===== src/rtl/hp_slot_pkg.sv =====
package hp_slot_pkg;
  localparam int SLOT_W = 5;
  localparam int NSLOT  = 32;
  localparam int DW     = 32;

  localparam logic [4:0] OFF_INS  = 5'h00;
  localparam logic [4:0] OFF_REM  = 5'h04;
  localparam logic [4:0] OFF_FEAT = 5'h08;
  localparam logic [4:0] OFF_RMV  = 5'h0C;
  localparam logic [4:0] OFF_SEL  = 5'h10;

  typedef enum logic {ST_RUN = 1'b0, ST_INIT = 1'b1} seq_e;
endpackage


===== src/rtl/hp_lowbit.sv =====
module hp_lowbit #(
  parameter int W  = 32,
  parameter int IW = 5
) (
  input  logic [W-1:0]  vec,
  output logic [IW-1:0] idx
);
  always_comb begin
    idx = '0;
    for (int i = W - 1; i >= 0; i--) begin
      if (vec[i]) idx = IW'(i);
    end
  end
endmodule


===== src/rtl/hp_status_bank.sv =====
module hp_status_bank
  import hp_slot_pkg::*;
#(
  parameter int NUM_BUS = 4,
  parameter int BW      = 2
) (
  input  logic                    clk,
  input  logic                    rst_n,
  input  logic                    ins_set_en,
  input  logic [BW-1:0]           ins_set_bus,
  input  logic [SLOT_W-1:0]       ins_set_slot,
  input  logic                    rem_set_en,
  input  logic [BW-1:0]           rem_set_bus,
  input  logic [SLOT_W-1:0]       rem_set_slot,
  input  logic                    rdclr_en,
  input  logic [BW-1:0]           rdclr_bus,
  input  logic [DW-1:0]           rdclr_bits,
  input  logic                    ej_en,
  input  logic [BW-1:0]           ej_bus,
  input  logic [SLOT_W-1:0]       ej_slot,
  input  logic                    mask_load,
  input  logic [NUM_BUS*DW-1:0]   nonrem,
  output logic [NUM_BUS*DW-1:0]   ins_flat,
  output logic [NUM_BUS*DW-1:0]   rem_flat,
  output logic [NUM_BUS*DW-1:0]   rmv_flat
);
  for (genvar b = 0; b < NUM_BUS; b++) begin : g_bus
    logic [DW-1:0] ins_q, rem_q, rmv_q;
    logic [DW-1:0] ins_d, rem_d, rmv_d;
    logic [DW-1:0] ins_set, rem_set, ins_clr, rem_clr, ej_bit;
    logic          ins_upd, rem_upd;

    always_comb begin
      ins_set = (ins_set_en && ins_set_bus == BW'(b)) ? (DW'(1) << ins_set_slot) : '0;
      rem_set = (rem_set_en && rem_set_bus == BW'(b)) ? (DW'(1) << rem_set_slot) : '0;
      ej_bit  = (ej_en && ej_bus == BW'(b)) ? (DW'(1) << ej_slot) : '0;
      ins_clr = ej_bit | ((rdclr_en && rdclr_bus == BW'(b)) ? rdclr_bits : '0);
      rem_clr = ej_bit;
      // a set in the same cycle overrides any clear
      ins_d   = (ins_q & ~ins_clr) | ins_set;
      rem_d   = (rem_q & ~rem_clr) | rem_set;
      ins_upd = |(ins_set | ins_clr);
      rem_upd = |(rem_set | rem_clr);
      rmv_d   = ~nonrem[b*DW +: DW];
    end

    always_ff @(posedge clk or negedge rst_n) begin
      if (!rst_n) begin
        ins_q <= '0;
        rem_q <= '0;
        rmv_q <= '1;
      end else begin
        if (ins_upd)   ins_q <= ins_d;
        if (rem_upd)   rem_q <= rem_d;
        if (mask_load) rmv_q <= rmv_d;
      end
    end

    assign ins_flat[b*DW +: DW] = ins_q;
    assign rem_flat[b*DW +: DW] = rem_q;
    assign rmv_flat[b*DW +: DW] = rmv_q;
  end
endmodule


===== src/rtl/hp_slot_ctrl.sv =====
module hp_slot_ctrl
  import hp_slot_pkg::*;
#(
  parameter int NUM_BUS     = 4,
  parameter int DEFAULT_BUS = 0,
  parameter int BW          = (NUM_BUS > 1) ? $clog2(NUM_BUS) : 1
) (
  input  logic                  clk,
  input  logic                  rst_n,
  input  logic                  legacy_mode,
  input  logic                  reinit,
  input  logic                  reg_valid,
  input  logic                  reg_write,
  input  logic [4:0]            reg_addr,
  input  logic [3:0]            reg_be,
  input  logic [31:0]           reg_wdata,
  output logic [31:0]           reg_rdata,
  input  logic                  plug_valid,
  input  logic [BW-1:0]         plug_bus,
  input  logic [4:0]            plug_slot,
  input  logic                  unplug_valid,
  input  logic [BW-1:0]         unplug_bus,
  input  logic [4:0]            unplug_slot,
  input  logic [NUM_BUS*32-1:0] nonremovable,
  output logic                  busy,
  output logic                  evt_pulse,
  output logic                  eject_valid,
  output logic [BW-1:0]         eject_bus,
  output logic [4:0]            eject_slot
);
  localparam logic [BW-1:0] LAST_BUS = BW'(NUM_BUS - 1);

  seq_e              state_q, state_d;
  logic [BW-1:0]     idx_q, idx_d;
  logic              state_upd;
  logic [DW-1:0]     sel_q, sel_d;
  logic              sel_upd;
  logic [DW-1:0]     rdata_q, rdata_d;
  logic              rdata_upd;
  logic              evt_q, evt_d;
  logic              ejv_q, ejv_d;
  logic [BW-1:0]     ejb_q;
  logic [SLOT_W-1:0] ejs_q;

  logic [NUM_BUS*DW-1:0] ins_flat, rem_flat, rmv_flat;
  logic                  acc_ok, rd_en, wr_en, sel_ok;
  logic [BW-1:0]         sel_bus;
  logic [DW-1:0]         ins_cur, rem_cur, rmv_cur, rem_drain, rd_val;
  logic                  rdclr_en, wr_ej, drain_ej, drain_done, mask_load;
  logic                  plug_ok, unplug_ok, ej_en;
  logic [SLOT_W-1:0]     wr_slot, drain_slot, ej_slot;
  logic [BW-1:0]         ej_bus;

  // access decode
  always_comb begin
    acc_ok  = reg_valid && (reg_be == 4'hF);
    rd_en   = acc_ok && !reg_write;
    wr_en   = acc_ok && reg_write && (state_q == ST_RUN);
    sel_ok  = (sel_q < DW'(NUM_BUS));
    sel_bus = sel_q[BW-1:0];
    ins_cur = ins_flat[int'(sel_bus)*DW +: DW];
    rem_cur = rem_flat[int'(sel_bus)*DW +: DW];
    rmv_cur = rmv_flat[int'(sel_bus)*DW +: DW];
    rem_drain = rem_flat[int'(idx_q)*DW +: DW];
  end

  always_comb begin
    rd_val = '0;
    if (reg_addr == OFF_SEL) begin
      rd_val = sel_q;
    end else if (sel_ok) begin
      case (reg_addr)
        OFF_INS: rd_val = ins_cur;
        OFF_REM: rd_val = rem_cur;
        OFF_RMV: rd_val = rmv_cur;
        default: rd_val = '0;
      endcase
    end
  end

  hp_lowbit #(.W(DW), .IW(SLOT_W)) u_wr_low   (.vec(reg_wdata), .idx(wr_slot));
  hp_lowbit #(.W(DW), .IW(SLOT_W)) u_drain_low(.vec(rem_drain), .idx(drain_slot));

  // side effects
  always_comb begin
    rdclr_en   = rd_en && (reg_addr == OFF_INS) && sel_ok && !legacy_mode;
    wr_ej      = wr_en && (reg_addr == OFF_FEAT) && sel_ok && (reg_wdata != '0);
    drain_ej   = (state_q == ST_INIT) && (rem_drain != '0);
    drain_done = (state_q == ST_INIT) && (rem_drain == '0) && (idx_q == LAST_BUS);
    mask_load  = drain_done;
    ej_en      = drain_ej || wr_ej;
    ej_bus     = drain_ej ? idx_q : sel_bus;
    ej_slot    = drain_ej ? drain_slot : wr_slot;
    plug_ok    = plug_valid && (int'(plug_bus) < NUM_BUS);
    unplug_ok  = unplug_valid && (int'(unplug_bus) < NUM_BUS);
  end

  // sequencer next state
  always_comb begin
    state_d   = state_q;
    idx_d     = idx_q;
    state_upd = 1'b0;
    if (state_q == ST_RUN) begin
      if (reinit) begin
        state_d   = ST_INIT;
        idx_d     = '0;
        state_upd = 1'b1;
      end
    end else if (drain_done) begin
      state_d   = ST_RUN;
      state_upd = 1'b1;
    end else if (!drain_ej) begin
      idx_d     = idx_q + BW'(1);
      state_upd = 1'b1;
    end
  end

  // register next values
  always_comb begin
    sel_upd   = wr_en && (reg_addr == OFF_SEL);
    sel_d     = legacy_mode ? DW'(DEFAULT_BUS) : reg_wdata;
    rdata_upd = reg_valid && !reg_write;
    rdata_d   = acc_ok ? rd_val : '0;
    evt_d     = plug_ok || unplug_ok;
    ejv_d     = ej_en;
  end

  always_ff @(posedge clk or negedge rst_n) begin
    if (!rst_n) begin
      state_q <= ST_INIT;
      idx_q   <= '0;
      sel_q   <= DW'(DEFAULT_BUS);
      rdata_q <= '0;
      evt_q   <= 1'b0;
      ejv_q   <= 1'b0;
      ejb_q   <= '0;
      ejs_q   <= '0;
    end else begin
      if (state_upd) begin
        state_q <= state_d;
        idx_q   <= idx_d;
      end
      if (sel_upd)   sel_q   <= sel_d;
      if (rdata_upd) rdata_q <= rdata_d;
      evt_q <= evt_d;
      ejv_q <= ejv_d;
      if (ej_en) begin
        ejb_q <= ej_bus;
        ejs_q <= ej_slot;
      end
    end
  end

  hp_status_bank #(.NUM_BUS(NUM_BUS), .BW(BW)) u_bank (
    .clk         (clk),
    .rst_n       (rst_n),
    .ins_set_en  (plug_ok),
    .ins_set_bus (plug_bus),
    .ins_set_slot(plug_slot),
    .rem_set_en  (unplug_ok),
    .rem_set_bus (unplug_bus),
    .rem_set_slot(unplug_slot),
    .rdclr_en    (rdclr_en),
    .rdclr_bus   (sel_bus),
    .rdclr_bits  (ins_cur),
    .ej_en       (ej_en),
    .ej_bus      (ej_bus),
    .ej_slot     (ej_slot),
    .mask_load   (mask_load),
    .nonrem      (nonremovable),
    .ins_flat    (ins_flat),
    .rem_flat    (rem_flat),
    .rmv_flat    (rmv_flat)
  );

  assign reg_rdata   = rdata_q;
  assign busy        = (state_q == ST_INIT);
  assign evt_pulse   = evt_q;
  assign eject_valid = ejv_q;
  assign eject_bus   = ejb_q;
  assign eject_slot  = ejs_q;
endmodule


===== config.mk =====
export PLATFORM = sky130hd
export DESIGN_NAME = hp_slot_ctrl
export DESIGN_NICKNAME = d
export VERILOG_FILES = /design/src/rtl/hp_slot_pkg.sv /design/src/rtl/hp_lowbit.sv /design/src/rtl/hp_status_bank.sv /design/src/rtl/hp_slot_ctrl.sv
export SDC_FILE = /design/constraint.sdc
export NUM_CORES = 1
export LEC_CHECK = 0
export BUFFER_PORTS_ARGS = -buffer_cell sky130_fd_sc_hd__buf_2
export CAP_MARGIN = 20
export CORE_MARGIN = 5
export CORE_UTILIZATION = 35
export DETAILED_ROUTE_END_ITERATION = 10
export HOLD_SLACK_MARGIN = 0.12
export PLACE_DENSITY = 0.55
export RECOVER_POWER = 50
export SLEW_MARGIN = 30
export SYNTH_ARGS = -nofsm -noshare
export SYNTH_HDL_FRONTEND = slang
export SYNTH_SLANG_ARGS = --single-unit

===== constraint.sdc =====
create_clock -name clk -period 4.45 [get_ports clk]
set_clock_uncertainty 0.1 [all_clocks]
set_input_delay 0.2225 -clock clk [delete_from_list [all_inputs] [get_ports clk]]
set_output_delay 0.2225 -clock clk [all_outputs]
set_load 0.02 [all_outputs]

==> summary.md, run 1 <==
| Metric | Value |
|---|---|
| CTS Sinks | `460` |
| Clock Path Buffers | `3` |
| # Max-Cap Violations | `1` |
| Final Util | `44.8%` |
| Failing checks | `capacitance limit, slew limit` |
| Worst hold path class | `primary input to flop` |
| Yosys reg bits | `460` |
| Post-synth top area cell | `dfrtp_1` |
| DP HPWL | `67600 um` |
| Ys async rst share | `100%` |
| R2R Path End | `u_bank.g_bus[1].rem_q[10]$_DFFE_PN0P_` |
| Hold path cells | `5` |
| Worst-Margin Slew | `2.20 ns` |
| Most frequent cells in the layout | `nand2_1, dfrtp_1, o21ai_0` |
| Post-Route WL | `102000 um` |
| Initial detailed-routing violation count | `2963` |
| Layout area overhead | `26.7%` |
| YS warnings | `0` |
| Gate count after technology mapping | `2471` |
| Commonest non-fill, non-tap cell in the layout | `nand2_1` |
| Vias in the first global route | `24000` |
| Peak VDD IR | `0.923 mV` |
| Setup CP Type | `flop to flop` |
| Main synth FF type | `dfrtp_1` |
| Final Cycle Share | `97.7%` |
| Largest net degree at the start of global routing | `257` |
| Reg-to-Reg Start | `idx_q[0]$_DFFE_PN0P_` |
| Syn avg cell area | `10.0 sq um` |
| Status | `finished, violations left` |
| Drc violations | `0` |
| DRT Pass-1 Iters | `6` |
| Sequential fraction of the synthesis area | `47.1%` |
| Fin. max-slew vios | `80` |
| Core area | `70100 sq um` |
| Layout cell share with drive strength beyond 1 | `26.3%` |
| Root Buffer | `clkbuf_16` |
| Die width | `276 um` |
| Syn Nets | `2663` |
| Remaining Overflow, GRT | `0` |
| Post-Synthesis Cell Area | `24800 sq um` |
| Worst setup SP type | `flop` |
| Worst r2r path cells | `11` |
| Top cells by area, synth | `dfrtp_1, dfstp_2, mux4_2` |
| Clock slew at reported path FFs | `0.06 ns` |
| Peak Freq | `230 MHz` |
| Total power | `15.6 mW` |
| NumNets Final | `3062` |
| Worst slew margin | `-46.6%` |
| Max FO, Critical Path | `12` |
| Crit path time final | `4.35 ns` |
| Final hold violation count | `0` |
| CP endpoint kind | `flop` |
| # setup viols final | `0` |
| GP Congestion | `0.968` |
| Hold Crit Start | `unplug_bus[1]` |
| Power Density | `498 nW/um^2` |
| Worst EP required | `4.79 ns` |
| Post-synth EDFFs | `0` |
| Leak | `13.3 nW` |
| Initial antenna violation count | `7` |
| H-tree levels | `2` |
| Routed wire length per instance | `26.5 um` |
| Die H | `276 um` |
| Die Area | `76200 sq um` |
| Antenna Violating Nets Remaining | `0` |
| Cell Area, Placed | `27800 sq um` |
| IO Port Bufs | `232` |
| TritonCTS buffer count | `53` |
| Global-route wire length before repair | `154000 um` |
| Worst skew pair latency | `0.62 ns` |
| Crit path DAT | `4.69 ns` |
| Fin Hold WS | `0.163 ns` |
| Hold EP | `u_bank.g_bus[1].rem_q[21]$_DFFE_PN0P_` |
| Starting Density | `35.3%` |
| Global-route usage over all layers | `25.9%` |
| Final instance area | `31400 sq um` |
| Row cnt | `97` |
| Top-area cell type share of the netlist area | `33.4%` |
| I/O pins | `233` |
| Vias/cell | `6.09` |
| CTS tree | `yes` |
| FF-to-FF setup slack | `0.10 ns` |
| Cell variety after synth | `72` |
| Via Count | `23500` |
[registers in the layout, summed over array words and instances (netlist names)]
register	flops
eject_bus	2
reg_rdata	32
eject_slot	5
sel_q	32
idx_q	2
evt_pulse	1
u_bank.g_bus.ins_q	128
u_bank.g_bus.rmv_q	128
eject_valid	1
busy	1
u_bank.g_bus.rem_q	128
[layout make-up]
type                    instances  area (sq um)
fillers                      6661         38700
multi-input cells            1673         11900
flip-flops and latches        460         11700
repair buffers                568          4390
clock buffers                  81          1630
well taps                     940          1180
inverters                     114           428
clock inverters                19           183
diodes                          4          10.0
[metrics by stage]
step	setup TNS, ns	instances	worst slack [ns]
3_5_place_dp	0	3570	0.186
5_1_grt	-0.000252	3856	-0.000252
4_1_cts	0	3855	0.150
6_report	0	3859	0.103
2_1_floorplan	0	2471	0.584
3_3_place_gp	0	3570	0.0480
[layer usage]
metal	track usage (%)	part of all wire (%)	vias up
met1	36.3	41	11700
li1	-	-	10100
met4	8.96	3.8	0
met2	38.8	43	1446
met5	0	0	-
met3	7.53	12	243
[synth_stat cells (all sizes together) (11+ instances only)]
| master | count |
|---|---|
| a211oi | 50 |
| a22oi | 54 |
| dfrtp | 331 |
| nor3 | 33 |
| a21oi | 84 |
| nand2b | 36 |
| dfstp | 129 |
| nor2 | 76 |
| nor4 | 66 |
| nand2 | 349 |
| buf | 45 |
| a22o | 36 |
| nand3 | 26 |
| clkbuf | 179 |
| inv | 114 |
| mux2 | 12 |
| mux4 | 128 |
| o31ai | 114 |
| o21ai | 284 |
| a31oi | 48 |
| or4 | 11 |
| a2111oi | 19 |
| o22ai | 143 |
[critical path: stages (launching register included)]
cell     delay [ns]
dfrtp_2        0.39
buf_12         0.16
buf_12         0.16
mux4_2         0.55
or4_1          0.62
o41ai_1        0.49
a22o_1         0.26
and3_1         0.42
nand2_1        0.29
nor4_1         0.47
buf_4          0.19
o22ai_1        0.08
[worst max-delay path by stage]
stage | cells after the start | from | endpoint | slack, ns
floorplan | 12 | idx_q[0]$_DFFE_PN0P_ | u_bank.g_bus[3].ins_q[13]$_DFFE_PN0P_ | 0.58
global placement | 12 | idx_q[0]$_DFFE_PN0P_ | u_bank.g_bus[3].ins_q[1]$_DFFE_PN0P_ | 0.05
detailed placement | 11 | idx_q[0]$_DFFE_PN0P_ | u_bank.g_bus[2].ins_q[30]$_DFFE_PN0P_ | 0.19
CTS | 13 | idx_q[0]$_DFFE_PN0P_ | u_bank.g_bus[3].ins_q[3]$_DFFE_PN0P_ | 0.15
global route | 11 | idx_q[0]$_DFFE_PN0P_ | u_bank.g_bus[0].rem_q[6]$_DFFE_PN0P_ | -0.0003
finish | 11 | idx_q[0]$_DFFE_PN0P_ | u_bank.g_bus[1].rem_q[10]$_DFFE_PN0P_ | 0.10
[what timing repair did]
item                                    CTS  global route
hold buffers                            185             0
endpoints found under the setup margin    0            16
buffers inserted                          0             0
gates resized for setup                   0             7
hold endpoints to repair                340             0
[report_power, final]
part	switching (mW)	internal, mW	leakage [nW]
clock network	1.89	2.69	0.893
logic	4.02	2.24	6.97
registers	0.231	4.57	5.40
total	6.13	9.50	13.3
[cell families (layout without fill, tap and decap cells)]
logic type                 Yosys count  after routing  synth area share (%)
muxes                              141            141                  12.2
and+or+nand+nor                    658            658                  12.7
AOI/OAI and AO/OA                  873            873                  22.6
other                                0              4                     0
buffers and inverters              338            782                  5.38
adders and majority gates            1              1                0.0505
DFF                                460            460                  47.1
Power figures use the tool's default switching activity.
==> run 2: changes to the inputs <==
--- a/config.mk
+++ b/config.mk
@@ -9,6 +9,7 @@
 export CAP_MARGIN = 20
 export CORE_MARGIN = 5
 export CORE_UTILIZATION = 35
+export CTS_CLUSTER_SIZE = 12
 export DETAILED_ROUTE_END_ITERATION = 10
 export HOLD_SLACK_MARGIN = 0.12
 export PLACE_DENSITY = 0.55
@@ -16,4 +17,5 @@
 export SLEW_MARGIN = 30
 export SYNTH_ARGS = -nofsm -noshare
 export SYNTH_HDL_FRONTEND = slang
+export SYNTH_HIERARCHICAL = 1
 export SYNTH_SLANG_ARGS = --single-unit
==> summary.md, run 2 <==
| Metric | Value |
|---|---|
| Status | `finished, violations left` |
| Failing checks | `capacitance limit, slew limit` |
| Drc violations | `0` |
| Gate count after technology mapping | `2298` |
| Largest net degree at the start of global routing | `120` |
| Clock slew at reported path FFs | `0.06 ns` |
| Max FO, Critical Path | `14` |
| Die Area | `77000 sq um` |
| Multiplexer share of the synthesized area | `14.9%` |
| Setup WS post-layout | `0.0731 ns` |
| Setup CP Type | `flop to flop` |
| CTS Sinks | `460` |
| # Max-Cap Violations | `3` |
| Layout area overhead | `26.2%` |
| R2R Path End | `u_bank/g_bus[3].ins_q[26]$_DFFE_PN0P_` |
| Fillers | `6674` |
| DRT Pass-1 Iters | `6` |
| Final Cycle Share | `98.4%` |
| Main synth FF type | `dfrtp_1` |
| GP Congestion | `0.991` |
| Syn Nets | `2490` |
| Core area | `71200 sq um` |
| Area share of fa/ha/maj cells after synthesis | `0.0500%` |
| Final hold violation count | `0` |
| Starting Density | `35.1%` |
| Routed wire length per instance | `29.2 um` |
| Compound-Gate Fraction of Synth Area | `16.7%` |
| Post-Synthesis Cell Area | `25000 sq um` |
| Syn avg cell area | `10.9 sq um` |
| Top-area cell type share of the netlist area | `33.1%` |
| Power Density | `644 nW/um^2` |
| Leak | `13.5 nW` |
| CP startpoint | `idx_q[0]$_DFFE_PN0P_` |
| Crit path DAT | `4.75 ns` |
| Worst slew margin | `-47.0%` |
| Inst Count DP | `3445` |
| Worst r2r path cells | `13` |
| YS warnings | `6` |
| Simple-gate share of the synthesized area | `16.1%` |
| Global-route wire length before repair | `159000 um` |
| Fin Hold WS | `0.149 ns` |
| Fin cells | `3747` |
| Vias in the first global route | `23300` |
| Top cells by area, synth | `dfrtp_1, dfstp_2, mux4_2` |
| Final Util | `44.4%` |
| # setup viols final | `0` |
| Top-count cell post-synth | `dfrtp_1` |
| Crit path time final | `4.38 ns` |
| Post-Route WL | `109000 um` |
| Final instance area | `31600 sq um` |
| Root Buffer | `clkbuf_16` |
| FF-to-FF setup slack | `0.07 ns` |
| Global-route usage over all layers | `27.2%` |
| Initial detailed-routing violation count | `2952` |
| IO Port Bufs | `232` |
| Layout cell share with drive strength beyond 1 | `24.9%` |
| Worst hold path class | `primary input to flop` |
| Die H | `277 um` |
| CP endpoint kind | `flop` |
| Cell Area, Placed | `27900 sq um` |
| Fin. max-slew vios | `104` |
| TritonCTS buffer count | `51` |
| Via Count | `23000` |
| Hold EP | `sel_q[21]$_DFFE_PN0P_` |
| Pre-CTS setup slack | `0.123 ns` |
| Hold path cells | `3` |
| DP HPWL | `77700 um` |
| Worst EP required | `4.82 ns` |
| Ys async rst share | `100%` |
| RSZ-0062 raised after global routing | `no` |
| Row cnt | `98` |
| Total power | `20.4 mW` |
| Cell variety after synth | `75` |
| Worst-Margin Slew | `2.20 ns` |
| Post-route setup TNS | `0 ns` |
| Worst setup SP type | `flop` |
| Sequential fraction of the synthesis area | `46.6%` |
| Vias/cell | `6.15` |
| Most frequent cells in the layout | `dfrtp_1, nand2_1, dlygate4sd3_1` |
| Remaining Overflow, GRT | `0` |
| I/O pins | `233` |
| Post-synth top area cell | `dfrtp_1` |
| Worst skew pair latency | `0.61 ns` |
| Largest family of logic cells by synthesized area | `compound AO/OA/AOI/OAI gates` |
| Die width | `277 um` |
| Peak VDD IR | `0.610 mV` |
| Yosys reg bits | `460` |
| H-tree levels | `2` |
| Post-CTS setup buffer count | `0` |
| CTS tree | `yes` |
| Post-synth EDFFs | `0` |
| Hold Crit Start | `legacy_mode` |
| Biggest regs | `u_bank/g_bus.ins_q: 128 flops, u_bank/g_bus.rem_q: 128 flops, u_bank/g_bus.rmv_q: 128 flops` |
| Clock Path Buffers | `3` |
| Initial antenna violation count | `5` |
| Commonest non-fill, non-tap cell in the layout | `dfrtp_1` |
| NumNets Final | `2945` |
| Antenna Violating Nets Remaining | `0` |
| Reg-to-Reg Start | `idx_q[0]$_DFFE_PN0P_` |
| Most frequent cells after synthesis | `dfrtp_1, nand2_1, inv_1` |
| Post-synthesis xor/xnor area fraction | `0%` |
| Peak Freq | `228 MHz` |
run 2: timing repair:
action	4_1_cts	5_1_grt
gates resized for setup	0	5
hold endpoints to repair	343	25
endpoints found under the setup margin	0	77
hold buffers	203	1
run 2: worst max-delay path, stage by stage (launching register included):
cell and delay (ns):
dfrtp_4 0.55, buf_12 0.21, mux4_2 0.62, buf_4 0.19, nor3_1 0.14, o21ai_0 0.14, a2111oi_0 0.52, a221oi_1 0.21
mux2_1 0.41, buf_4 0.19, nor2b_1 0.28, buf_4 0.25, nand3_1 0.14, a32o_1 0.28
run 2: metal layers:
metal / vias to the layer above / global-route usage (%) / wire length [um]
li1: 9588 / - / -
met1: 11700 / 36.9 / 44600
met2: 1468 / 41.4 / 48200
met3: 268 / 8.00 / 11800
met4: 2 / 10.4 / 4870
met5: - / 0 / 12
run 2: logic make-up after synthesis:
logic type               Yosys count
AO/OA/AOI/OAI                    524
adder cells (fa/ha/maj)            1
buffers and inverters            329
flip-flops                       460
multiplexers                     250
AND/OR/NAND/NOR                  734
run 2: worst max path at each step:
stage	slack (ns)	to
after CTS	0.12	u_bank/g_bus[1].rem_q[11]$_DFFE_PN0P_
after global placement	0.20	u_bank/g_bus[2].ins_q[25]$_DFFE_PN0P_
final	0.07	u_bank/g_bus[3].ins_q[26]$_DFFE_PN0P_
after detailed placement	0.12	u_bank/g_bus[1].rem_q[11]$_DFFE_PN0P_
after global routing	0.006	u_bank/g_bus[0].ins_q[22]$_DFFE_PN0P_
after floorplan	0.61	u_bank/g_bus[3].ins_q[1]$_DFFE_PN0P_
run 2: power by group:
part / internal [mW] / switching, mW / total (mW)
logic: 3.92 / 5.11 / 9.04
registers: 5.77 / 1.24 / 7.01
clock network: 2.51 / 1.81 / 4.31
total: 12.2 / 8.16 / 20.4
run 2: cell type report:
class                      instances  area, sq um  share of cell area (%)
sequential                       460        11700                    37.0
tap                              950         1190                    3.76
clock buffer                      81         1550                    4.91
timing repair buffer             576         4410                    13.9
inverter                         155          582                    1.84
antenna                            2         5.00                  0.0158
multi-input combinational       1509        12100                    38.1
clock inverter                    14          130                   0.412
